<file path="src/rtl/strap_latch_pkg.sv">
package strap_latch_pkg;

  typedef enum logic [1:0] {
    PH_SAMPLING = 2'd0,
    PH_ARMING   = 2'd1,
    PH_RUNNING  = 2'd2
  } phase_t;

  typedef struct packed {
    logic capture;
    logic enable;
  } strobe_t;

endpackage

</file>
<file path="src/rtl/strap_latch_ctl.sv">
module strap_latch_ctl
  import strap_latch_pkg::*;
(
  input  logic    clk,
  input  logic    rstActive,
  output strobe_t strobe,
  output logic    configValid
);

  phase_t phase;
  logic   validReg;

  always_ff @(posedge clk or posedge rstActive) begin
    if (rstActive) begin
      phase    <= PH_SAMPLING;
      validReg <= 1'b0;
    end else begin
      validReg <= (phase == PH_ARMING);
      case (phase)
        PH_SAMPLING: phase <= PH_ARMING;
        PH_ARMING:   phase <= PH_RUNNING;
        default:     phase <= PH_RUNNING;
      endcase
    end
  end

  always_comb begin
    strobe.capture = (phase == PH_SAMPLING);
    strobe.enable  = (phase == PH_ARMING);
  end

  assign configValid = validReg;

  // the valid strobe lasts a single cycle
  p_valid_single_r6: assert property (@(posedge clk) disable iff (rstActive)
    configValid |=> !configValid);

  // once running, the strobe never comes back
  p_valid_once_r6: assert property (@(posedge clk) disable iff (rstActive)
    (phase == PH_RUNNING && !configValid) |=> !configValid);

endmodule

</file>
<file path="src/rtl/strap_latch_dp.sv">
module strap_latch_dp
  import strap_latch_pkg::*;
#(
  parameter int FS_W = 3
) (
  input  logic            clk,
  input  logic            rstActive,
  input  logic [FS_W:0]   pinIn,
  input  strobe_t         strobe,
  output logic [FS_W:0]   pinOe,
  output logic [FS_W-1:0] fsSel,
  output logic            busSel,
  output logic            modeNormal,
  output logic            modeTest,
  output logic            modeTristate
);

  localparam int NPIN = FS_W + 1;
  localparam logic [FS_W-1:0] TRI_CODE  = '1;
  localparam logic [FS_W-1:0] TEST_CODE = TRI_CODE ^ {{(FS_W-1){1'b0}}, 1'b1};

  logic [NPIN-1:0] sampleReg;
  logic [NPIN-1:0] cfgReg;
  logic [NPIN-1:0] oeReg;
  logic            liveReg;
  logic            codeTri;
  logic            codeTest;

  // Pad levels follow the pins for as long as reset is held
  always_ff @(posedge clk) begin
    if (rstActive) sampleReg <= pinIn;
  end

  always_ff @(posedge clk or posedge rstActive) begin
    if (rstActive)           cfgReg <= '0;
    else if (strobe.capture) cfgReg <= sampleReg;
  end

  assign codeTri  = (cfgReg[FS_W-1:0] == TRI_CODE);
  assign codeTest = (cfgReg[FS_W-1:0] == TEST_CODE);

  always_ff @(posedge clk or posedge rstActive) begin
    if (rstActive)          liveReg <= 1'b0;
    else if (strobe.enable) liveReg <= 1'b1;
  end

  for (genvar i = 0; i < NPIN; i++) begin : g_oe
    always_ff @(posedge clk or posedge rstActive) begin
      if (rstActive)          oeReg[i] <= 1'b0;
      else if (strobe.enable) oeReg[i] <= !codeTri;
    end
  end

  assign pinOe        = oeReg;
  assign fsSel        = cfgReg[FS_W-1:0];
  assign busSel       = cfgReg[FS_W];
  assign modeTristate = liveReg & codeTri;
  assign modeTest     = liveReg & codeTest;
  assign modeNormal   = liveReg & !codeTri & !codeTest;

  // drivers are off whenever reset is seen at a clock edge
  always @(posedge clk) begin
    if (rstActive) p_oe_off_reset_r1: assert (oeReg == '0);
  end

  // the configuration register holds once the block is live
  p_cfg_hold_r4: assert property (@(posedge clk) disable iff (rstActive)
    liveReg |=> $stable(cfgReg));

  // at most one mode is reported
  p_mode_onehot_r10: assert property (@(posedge clk) disable iff (rstActive)
    $onehot0({modeNormal, modeTest, modeTristate}));

  // a floating configuration never enables a driver
  p_tri_no_oe_r8: assert property (@(posedge clk) disable iff (rstActive)
    modeTristate |-> (pinOe == '0));

  // enables only change on the arming step
  p_oe_step_r5: assert property (@(posedge clk) disable iff (rstActive)
    !strobe.enable |=> $stable(oeReg));

endmodule

</file>
<file path="src/rtl/strap_latch_ctrl.sv">
module strap_latch_ctrl
  import strap_latch_pkg::*;
#(
  parameter int FS_W = 3
) (
  input  logic            clk,
  input  logic            rstActive,
  input  logic [FS_W:0]   pinIn,
  output logic [FS_W:0]   pinOe,
  output logic [FS_W-1:0] fsSel,
  output logic            busSel,
  output logic            modeNormal,
  output logic            modeTest,
  output logic            modeTristate,
  output logic            configValid
);

  strobe_t strobe;

  strap_latch_ctl u_ctl (
    .clk         (clk),
    .rstActive   (rstActive),
    .strobe      (strobe),
    .configValid (configValid)
  );

  strap_latch_dp #(.FS_W(FS_W)) u_dp (
    .clk          (clk),
    .rstActive    (rstActive),
    .pinIn        (pinIn),
    .strobe       (strobe),
    .pinOe        (pinOe),
    .fsSel        (fsSel),
    .busSel       (busSel),
    .modeNormal   (modeNormal),
    .modeTest     (modeTest),
    .modeTristate (modeTristate)
  );

endmodule

</file>
<file path="config.mk">
export PLATFORM = sky130hd
export DESIGN_NAME = strap_latch_ctrl
export DESIGN_NICKNAME = d
export VERILOG_FILES = /design/src/rtl/strap_latch_pkg.sv /design/src/rtl/strap_latch_ctl.sv /design/src/rtl/strap_latch_dp.sv /design/src/rtl/strap_latch_ctrl.sv
export SDC_FILE = /design/constraint.sdc
export NUM_CORES = 1
export LEC_CHECK = 0
export BUFFER_PORTS_ARGS = -buffer_cell sky130_fd_sc_hd__buf_2
export CAP_MARGIN = 20
export CORE_AREA = 4 4 41 43
export CTS_CLUSTER_SIZE = 25
export DETAILED_ROUTE_END_ITERATION = 8
export DIE_AREA = 0 0 45 47
export PLACE_DENSITY = 0.71
export SLEW_MARGIN = 40
export SYNTH_ARGS = -nofsm -noshare
export SYNTH_HDL_FRONTEND = slang
export SYNTH_HIERARCHICAL = 1
export SYNTH_SLANG_ARGS = --single-unit
</file>
<file path="constraint.sdc">
create_clock -name clk -period 3 [get_ports clk]
set_input_delay 0.45 -clock clk [delete_from_list [all_inputs] [get_ports clk]]
set_output_delay 0.45 -clock clk [all_outputs]
set_load 0.1 [all_outputs]
</file>
==> results_dict.tcl, run 1 <==
set metrics [dict create \
    syn-instance-count 34 \
    critPathBufInv 1 \
    netlist.area_leader.share_pct 47.00 \
    clock_latency_ps 270 \
    outcome "finished, final reports clean" \
    synth_nets 40 \
    power.leakage_nw 0.2725 \
    irDropWorstVdd_uv 212.5 \
    final_common_cell "buf_2" \
    max_slew.worst_pin.slew_ps 493.9 \
    p_sw_share_pct 35.87 \
    cts_buffers 3 \
    path_clk_slew_ps 70 \
    powerDensity_nw_per_um2 682.6 \
    yosysTopAreaCell "dfrtp_1" \
    io_pins 18 \
    cp_data_arrival_time_ps 1320 \
    cts_hold_buf 0 \
    setup_ws_ps 1229 \
    cap_violations 0 \
    synth-seq-area-share_pct 72.06 \
    die_w_um 45 \
    path_cells "nand3_1, nor2_1, buf_2" \
    synth_cell_types 14 \
    wl_met1_um 311 \
    io_buffers 17 \
    nets 59 \
    critPathCaptureType "output pin" \
    max_stage_delay_ps 430 \
    cts_resized 0 \
    hold_path.class "input port to async pin" \
    cpMaxStageDelayCell "buf_2" \
    crit_family "buffers and inverters" \
    maxSlewViolCount 0 \
    drt_first_iter_violations 7 \
    relSlewSlack_pct 67.30 \
    grt_first_pass_wirelength_mm 1.110 \
    setup_viol 0 \
    rsz0062_at_grt "no" \
    p_clk_share_pct 26.2 \
    ys_warn_count 6 \
    place.gp.congestion 0.6798 \
    final_cell_mix "buf_2 (17), dfrtp_1 (9), nor2_1 (4), edfxtp_1 (4)" \
    pwr-share-seq_pct 49.4 \
    die_area_um2 2115 \
    critPathKind "flip-flop to output pin" \
    dr_wl_met2_um 286 \
    fin_setup_tns_ps 0 \
    wl_um 753 \
    syn_area_um2 479.2 \
    cts_max_level 1 \
    grt_use_total_pct 7.903 \
    reg2reg_from "u_ctl/phase[1]" \
    fp.dieH_um 47 \
    core_area_um2 1301 \
    postCtsSetupBuffers 0 \
    critPathLaunch "u_dp/cfgReg[2]" \
    fin_skew_ps 0.6236 \
    via_per_inst 4.493 \
    antenna_found_initial 0 \
    ys_ff_latch 13 \
    start_util_pct 36.83 \
    drt-wirelength-per-cell_um 11.24 \
    cts_root_buf "clkbuf_4" \
    drive_above_1_share_pct 48.08 \
    clock-sinks 13 \
    drc 0 \
    vias 301 \
    p_int_uw 256.9 \
    pre_cts_slack_ps 1506 \
    comb_power_share_pct 24.4 \
    grt.overflow.total 0 \
    synth_area_leaders "dfrtp_1 (47%), edfxtp_1 (25%), mux2_2 (7.0%)" \
    finalCritPeriodShare_pct 59.05 \
    fmax_mhz 564.5 \
    p_sw_uw 143.7 \
    fp-row-count 13 \
    clockBufferDepth 2 \
    start_kind "flip-flop" \
    antenna_left 0 \
    area_growth_pct 22.45 \
    grt_pass1_vias 259 \
    required_ps 2550 \
    dr.pass1.iters 4 \
    top_layer "met4" \
    hold_viol 0 \
    wl_met3_um 133 \
    cts_tree "yes" \
    fin_crit_ps 1771 \
    diodes 0 \
    grt_max_degree 8 \
    avgSynthCellArea_um2 14.09 \
    path_max_fanout 5 \
]
## layout make-up
class	count	area [um2]
well taps	15	18.77
inverters	3	11.26
clock buffers	4	26.28
multi-input cells	15	100.1
fillers	128	714.4
flip-flops and latches	13	345.3
repair buffers	17	85.08
## power by group through the flow
stage                     Clock, mW  Combinational [mW]  Sequential (mW)
final                         0.105              0.0977            0.198
after global routing          0.119               0.101            0.199
after CTS                     0.110              0.0985            0.198
after detailed placement          0              0.0984            0.202
after global placement            0              0.0981            0.202
after floorplan                   0              0.0491            0.237
## synth_stat cells
master    number
dfrtp_1        9
edfxtp_1       4
nor2_1         4
buf_4          3
inv_1          3
mux2_2         3
a21boi_0       1
a41oi_1        1
and2b_2        1
nand2_1        1
nand3_1        1
o21ai_0        1
or2_1          1
or2_2          1
## logic make-up after synthesis
| kind of cell | Yosys count | share of synthesized area (%) |
|---|---|---|
| DFF | 13 | 72.06 |
| buffers and inverters | 6 | 7.049 |
| muxes | 3 | 7.049 |
| AOI/OAI and AO/OA | 3 | 4.439 |
| and+or+nand+nor | 9 | 9.399 |
## sequential cells by signal, indices dropped and copies added, names as in the netlist
signal and flops:
u_dp/cfgReg 4, u_dp/sampleReg 4, u_ctl/phase 2, u_ctl/configValid 1, u_dp/liveReg 1, u_dp/pinOe 1
## stage by stage
stage	utilization, %	power (mW)	hold slack, ps	instances	cell area, um2
floorplan	-	0.2864	203.6	34	479.2
global placement	43.08	0.2997	382.5	63	560.5
detailed placement	43.08	0.3002	387.8	63	560.5
CTS	45.10	0.4063	86.94	67	586.8
global route	45.10	0.4199	97.19	67	586.8
finish	45.10	0.4006	89.28	67	586.8
## path summary, 6_finish.rpt
kind / to / slack, ps / depth (start not counted)
min reg2reg: u_dp/cfgReg[0] / 460 / 2
max in group asynchronous: u_dp/cfgReg[3] / 2670 / 2
min: u_ctl/phase[1] / 90 / 2
min in group clk: u_dp/sampleReg[1] / 350 / 1
max: modeTristate / 1230 / 3
max reg2reg: u_dp/cfgReg[1] / 1790 / 2
## metal layers
metal / vias up / track usage [%]
li1: 146 / -
met1: 134 / 9.420
met2: 19 / 10.45
met3: 2 / 3.831
met4: 0 / 7.018
met5: - / 0
(Power assumes the default switching activity.)
==> inputs of run 2 (changes only) <==
--- a/config.mk
+++ b/config.mk
@@ -11,7 +11,7 @@
 export CTS_CLUSTER_SIZE = 25
 export DETAILED_ROUTE_END_ITERATION = 8
 export DIE_AREA = 0 0 45 47
-export PLACE_DENSITY = 0.71
+export PLACE_DENSITY = 0.73
 export SLEW_MARGIN = 40
 export SYNTH_ARGS = -nofsm -noshare
 export SYNTH_HDL_FRONTEND = slang
==> constraint.sdc (replaced) <==
create_clock -name clk -period 1.6 [get_ports clk]
set_input_delay 0.24 -clock clk [delete_from_list [all_inputs] [get_ports clk]]
set_output_delay 0.24 -clock clk [all_outputs]
set_load 0.1 [all_outputs]
==> run 2 against run 1 <==
Critical path depth unchanged. Setup slack got worse by 1100 ps. Combinational power increased by 110%. Critical path type unchanged. Highest routed layer unchanged.
==> results_dict.tcl, run 2 (same netlist as run 1, synthesis figures left out) <==
set metrics [dict create \
    outcome "finished, final reports clean" \
    max_slew.worst_pin.slew_ps 489.5 \
    pwr-share-seq_pct 48.1 \
    cpMaxStageDelayCell "dfrtp_4" \
    p_int_uw 505.9 \
    crit_family "flip-flops" \
    fp-row-count 13 \
    area_growth_pct 42.56 \
    drc 0 \
    top_usage_layer "met2" \
    setup_viol 0 \
    placed_area_um2 646.9 \
    dr.pass1.iters 2 \
    max_stage_delay_ps 450 \
    fill_cells 123 \
    reg2regPathDepth 2 \
    fin_setup_tns_ps 0 \
    stdcell_area_um2 683.2 \
    grt_pass1_vias 313 \
    die_w_um 45 \
    whs_ps 137.3 \
    cp_data_arrival_time_ps 1200 \
    p_sw_uw 280.0 \
    wl_um 782 \
    fp.dieH_um 47 \
    antenna_found_initial 0 \
    reg2reg_from "u_ctl/phase[1]" \
    required_ps 1360 \
    antenna_left 0 \
    start_util_pct 36.83 \
    fin_util_pct 52.50 \
    critPathBufInv 1 \
    clock-sinks 13 \
    grt_first_pass_wirelength_mm 1.311 \
    met2_usage_pct 14.69 \
    use_met3_pct 3.448 \
    relSlewSlack_pct 67.59 \
    finalCritPeriodShare_pct 89.75 \
    cts_max_level 1 \
    grt_use_met1_pct 9.375 \
    place.gp.congestion 0.6499 \
    hold_path.class "input port to flip-flop" \
    clock_latency_ps 270 \
    fin_crit_ps 1436 \
    powerDensity_nw_per_um2 1150 \
    clockBufferDepth 2 \
    die_area_um2 2115 \
    cp-endpoint "modeTristate" \
    dpl.hpwl_um 611 \
    comb_power_share_pct 26.8 \
    power.leakage_nw 0.2990 \
    path_depth 3 \
    p_clk_share_pct 25.1 \
    io_pins 18 \
    cts_resized 0 \
    via_per_inst 4.632 \
    grt_use_total_pct 9.259 \
    irDropWorstVdd_uv 617.5 \
    core_area_um2 1301 \
    io_buffers 17 \
    rrSetupSlack_ps 400 \
    path_clk_slew_ps 80 \
    final_cell_mix "buf_2 (14), dfrtp_1 (5), edfxtp_1 (4)" \
    grt_max_degree 8 \
    drt_first_iter_violations 3 \
    vias 315 \
    reg_top3 "u_dp/cfgReg: 4 flops, u_dp/sampleReg: 4 flops, u_ctl/phase: 2 flops" \
    drt-wirelength-per-cell_um 11.50 \
    start_kind "flip-flop" \
    regToRegEndpoint "u_dp/cfgReg[3]" \
    critPathLaunch "u_dp/cfgReg[2]" \
    stdcell_count 68 \
    path_cells "nand3_2, nor2_4, buf_12" \
    rsz0062_at_grt "no" \
    cts_root_buf "clkbuf_4" \
    fmax_mhz 696.4 \
    diodes 0 \
    grt.overflow.total 0 \
    fin_skew_ps 4.263 \
    critPathKind "flip-flop to output pin" \
    final_common_cell "buf_2" \
    drive_above_1_share_pct 62.26 \
    nets 60 \
    cts_buffers 3 \
    p_sw_share_pct 35.63 \
    hold_viol 0 \
    critPathCaptureType "output pin" \
    cap_violations 0 \
    cts_tree "yes" \
    post-place-cells 63 \
    path_max_fanout 5 \
    maxSlewViolCount 0 \
]
-- run 2: cell count changes in the layout (fill, tap and decap cells not counted), sizes merged --
cell         delta
dlygate4sd3     +1
-- run 2: worst min path at each step --
stage | from | to | slack, ps | depth (start not counted)
after floorplan | rstActive | u_ctl/configValid | -6 | 1
after global placement | rstActive | u_ctl/phase[1] | 170 | 2
after detailed placement | rstActive | u_ctl/phase[1] | 180 | 2
after CTS | pinIn[3] | u_dp/sampleReg[3] | 130 | 1
after global routing | pinIn[3] | u_dp/sampleReg[3] | 120 | 1
final | pinIn[2] | u_dp/sampleReg[2] | 140 | 1
-- run 2: final cells by class --
class | instances | area, um2 | share of cell area, %
Sequential cell | 13 | 355.3 | 52.01
Multi-Input combinational cell | 15 | 131.4 | 19.23
Timing Repair Buffer | 18 | 140.1 | 20.51
Tap cell | 15 | 18.77 | 2.747
Clock buffer | 4 | 26.28 | 3.846
Inverter | 3 | 11.26 | 1.648
-- run 2: worst register-to-register path, cell delays in order, from the launching register on --
cell     delay, ps
dfrtp_1        380
nor2_1         330
mux2_2         380
-- run 2: power by group through the flow --
stage               combinational (mW)  sequential, mW  clock, mW
floorplan                       0.0990           0.453          0
global placement                 0.209           0.385          0
detailed placement               0.210           0.386          0
CTS                              0.212           0.379      0.211
global route                     0.217           0.381      0.230
finish                           0.210           0.378      0.197
-- run 2: timing repair --
action / in CTS / in global routing
endpoints found under the setup margin: 0 / 0
endpoints found under the hold margin: 9 / 0
buffers inserted: 0 / 0
hold buffers: 1 / 0
-- run 2: per-layer routing --
metal,vias up,wire (um)
met3,2,62
met1,149,293
met4,0,27
met2,16,397
li1,148,-
met5,-,0
-- run 2: stage by stage --
| stage | worst slack [ps] | power, mW |
|---|---|---|
| floorplan | 1.105 | 0.5516 |
| global placement | 431.3 | 0.5942 |
| detailed placement | 391.0 | 0.5964 |
| CTS | 141.5 | 0.8016 |
| global route | 93.86 | 0.8284 |
| finish | 164.1 | 0.7860 |
==> inputs of run 3 (changes only) <==
--- a/config.mk
+++ b/config.mk
@@ -7,11 +7,13 @@
 export LEC_CHECK = 0
 export BUFFER_PORTS_ARGS = -buffer_cell sky130_fd_sc_hd__buf_2
 export CAP_MARGIN = 20
-export CORE_AREA = 4 4 41 43
+export CELL_PAD_IN_SITES_DETAIL_PLACEMENT = 1
+export CELL_PAD_IN_SITES_GLOBAL_PLACEMENT = 1
+export CORE_MARGIN = 4
+export CORE_UTILIZATION = 31
 export CTS_CLUSTER_SIZE = 25
 export DETAILED_ROUTE_END_ITERATION = 8
-export DIE_AREA = 0 0 45 47
-export PLACE_DENSITY = 0.73
+export PLACE_DENSITY = 0.78
 export SLEW_MARGIN = 40
 export SYNTH_ARGS = -nofsm -noshare
 export SYNTH_HDL_FRONTEND = slang
==> run 3 against run 2 <==
Sequential power about the same. Count of clock-buffer cells in the layout shrank 1. Die area increased by 5.8%. Cell count unchanged.
==> results_dict.tcl, run 3 (same netlist as run 1, synthesis figures left out) <==
set metrics [dict create \
    drt-wirelength-per-cell_um 13.41 \
    post-place-cells 63 \
    core_area_um2 1383 \
    finalPower_uw 790.7 \
    start_util_pct 34.66 \
    relSlewSlack_pct 67.73 \
    final_common_cell "buf_2" \
    required_ps 1360 \
    cap_violations 0 \
    powerDensity_nw_per_um2 1155 \
    cts_buffers 3 \
    outcome "finished, final reports clean" \
    clock_latency_ps 270 \
    drt_first_iter_violations 8 \
    grt.overflow.total 0 \
    final_cell_mix "buf_2 (14), dfrtp_1 (5), edfxtp_1 (4)" \
    nets 60 \
    fin_crit_ps 1454 \
    stdcell_area_um2 684.4 \
    clock-sinks 13 \
    die_w_um 47.32 \
    antenna_left 0 \
    cts_max_level 1 \
    fill_cells 151 \
    path_clk_slew_ps 80 \
    dr.pass1.iters 3 \
    max_stage_delay_ps 460 \
    cts_root_buf "clkbuf_4" \
    drc 0 \
    reg_top3 "u_dp/cfgReg: 4 flops, u_dp/sampleReg: 4 flops, u_ctl/phase: 2 flops" \
    io_pins 18 \
    maxSlewViolCount 0 \
    power.leakage_nw 0.3017 \
    drive_above_1_share_pct 64.15 \
    die_area_um2 2239 \
    irDropWorstVdd_uv 493.3 \
    setup_ws_ps 146.0 \
    max_slew.worst_pin.slew_ps 487.4 \
    fp.dieH_um 47.32 \
    place.gp.congestion 0.6560 \
    cts_tree "yes" \
    grt_use_total_pct 10.17 \
    hold_viol 0 \
    grt_pass1_vias 322 \
    hold_path.class "input port to flip-flop" \
    critPathKind "flip-flop to output pin" \
    diodes 0 \
    critPathCaptureType "output pin" \
    grt_first_pass_wirelength_mm 1.504 \
    fp-row-count 13 \
    placed_area_um2 646.9 \
    stdcell_count 68 \
    fin_setup_tns_ps 0 \
    fin_skew_ps 1.721 \
    setup_viol 0 \
    cp_data_arrival_time_ps 1210 \
    via_per_inst 4.603 \
    finalCritPeriodShare_pct 90.87 \
    path_max_fanout 5 \
    area_growth_pct 42.82 \
    start_kind "flip-flop" \
    cpMaxStageDelayCell "dfrtp_4" \
    path_cells "nand3_2, nor2_4, buf_12" \
    io_buffers 17 \
    clockBufferDepth 2 \
    whs_ps 133.8 \
    pre_cts_slack_ps 363.9 \
    antenna_found_initial 0 \
    rsz0062_at_grt "no" \
    vias 313 \
    grt_max_degree 9 \
    fmax_mhz 687.8 \
    wl_um 912 \
    fin_util_pct 49.50 \
]
run 3: changes by cell type in the layout (fill, tap and decap cells not counted), sizes merged:
cell	change
clkinv	+1
clkbuf	-1
run 3: critical path, delay by kind of cell (launching register included):
kind / cells / cell delay [ps]
flops: 1 / 460
simple gates: 2 / 290
buf+inv: 1 / 180
run 3: power breakdown:
group	switching (mW)	leakage (nW)	internal [mW]
Combinational	0.166	0.147	0.0453
Sequential	0.0155	0.137	0.364
Clock	0.108	0.0177	0.0927
run 3: timing repair:
item / in CTS / in global routing
buffers inserted: 0 / 0
setup endpoints to repair: 0 / 0
endpoints found under the hold margin: 9 / 0
hold buffers: 1 / 0
resized for setup: 0 / 0
run 3: path summary, 6_finish.rpt:
path	slack [ps]	depth (start not counted)	endpoint	startpoint
worst max-delay path	150	3	modeTristate	u_dp/cfgReg[2]
worst min-delay path	130	1	u_dp/sampleReg[0]	pinIn[0]
worst max register to register	370	2	u_dp/cfgReg[1]	u_ctl/phase[1]
worst min register to register	480	1	u_dp/cfgReg[2]	u_dp/sampleReg[2]
max in group asynchronous	890	3	u_dp/cfgReg[2]	rstActive
min in group asynchronous	430	3	u_ctl/phase[0]	rstActive
run 3: layout make-up:
| cell class | instances | area [um2] | area share, % |
|---|---|---|---|
| repair buffers | 18 | 140.1 | 20.48 |
| multi-input cells | 15 | 131.4 | 19.20 |
| well taps | 15 | 18.77 | 2.742 |
| clock inverters | 1 | 5.005 | 0.7313 |
| inverters | 3 | 11.26 | 1.645 |
| flip-flops and latches | 13 | 355.3 | 51.92 |
| clock buffers | 3 | 22.52 | 3.291 |
run 3: routing by layer:
layer / GRT usage [%] / part of all wire, % / wire, um
met5: 0 / 0 / 0
met2: 18.18 / 51 / 461
met1: 10.43 / 39 / 352
met4: 3.315 / 0 / 0
met3: 4.598 / 11 / 98
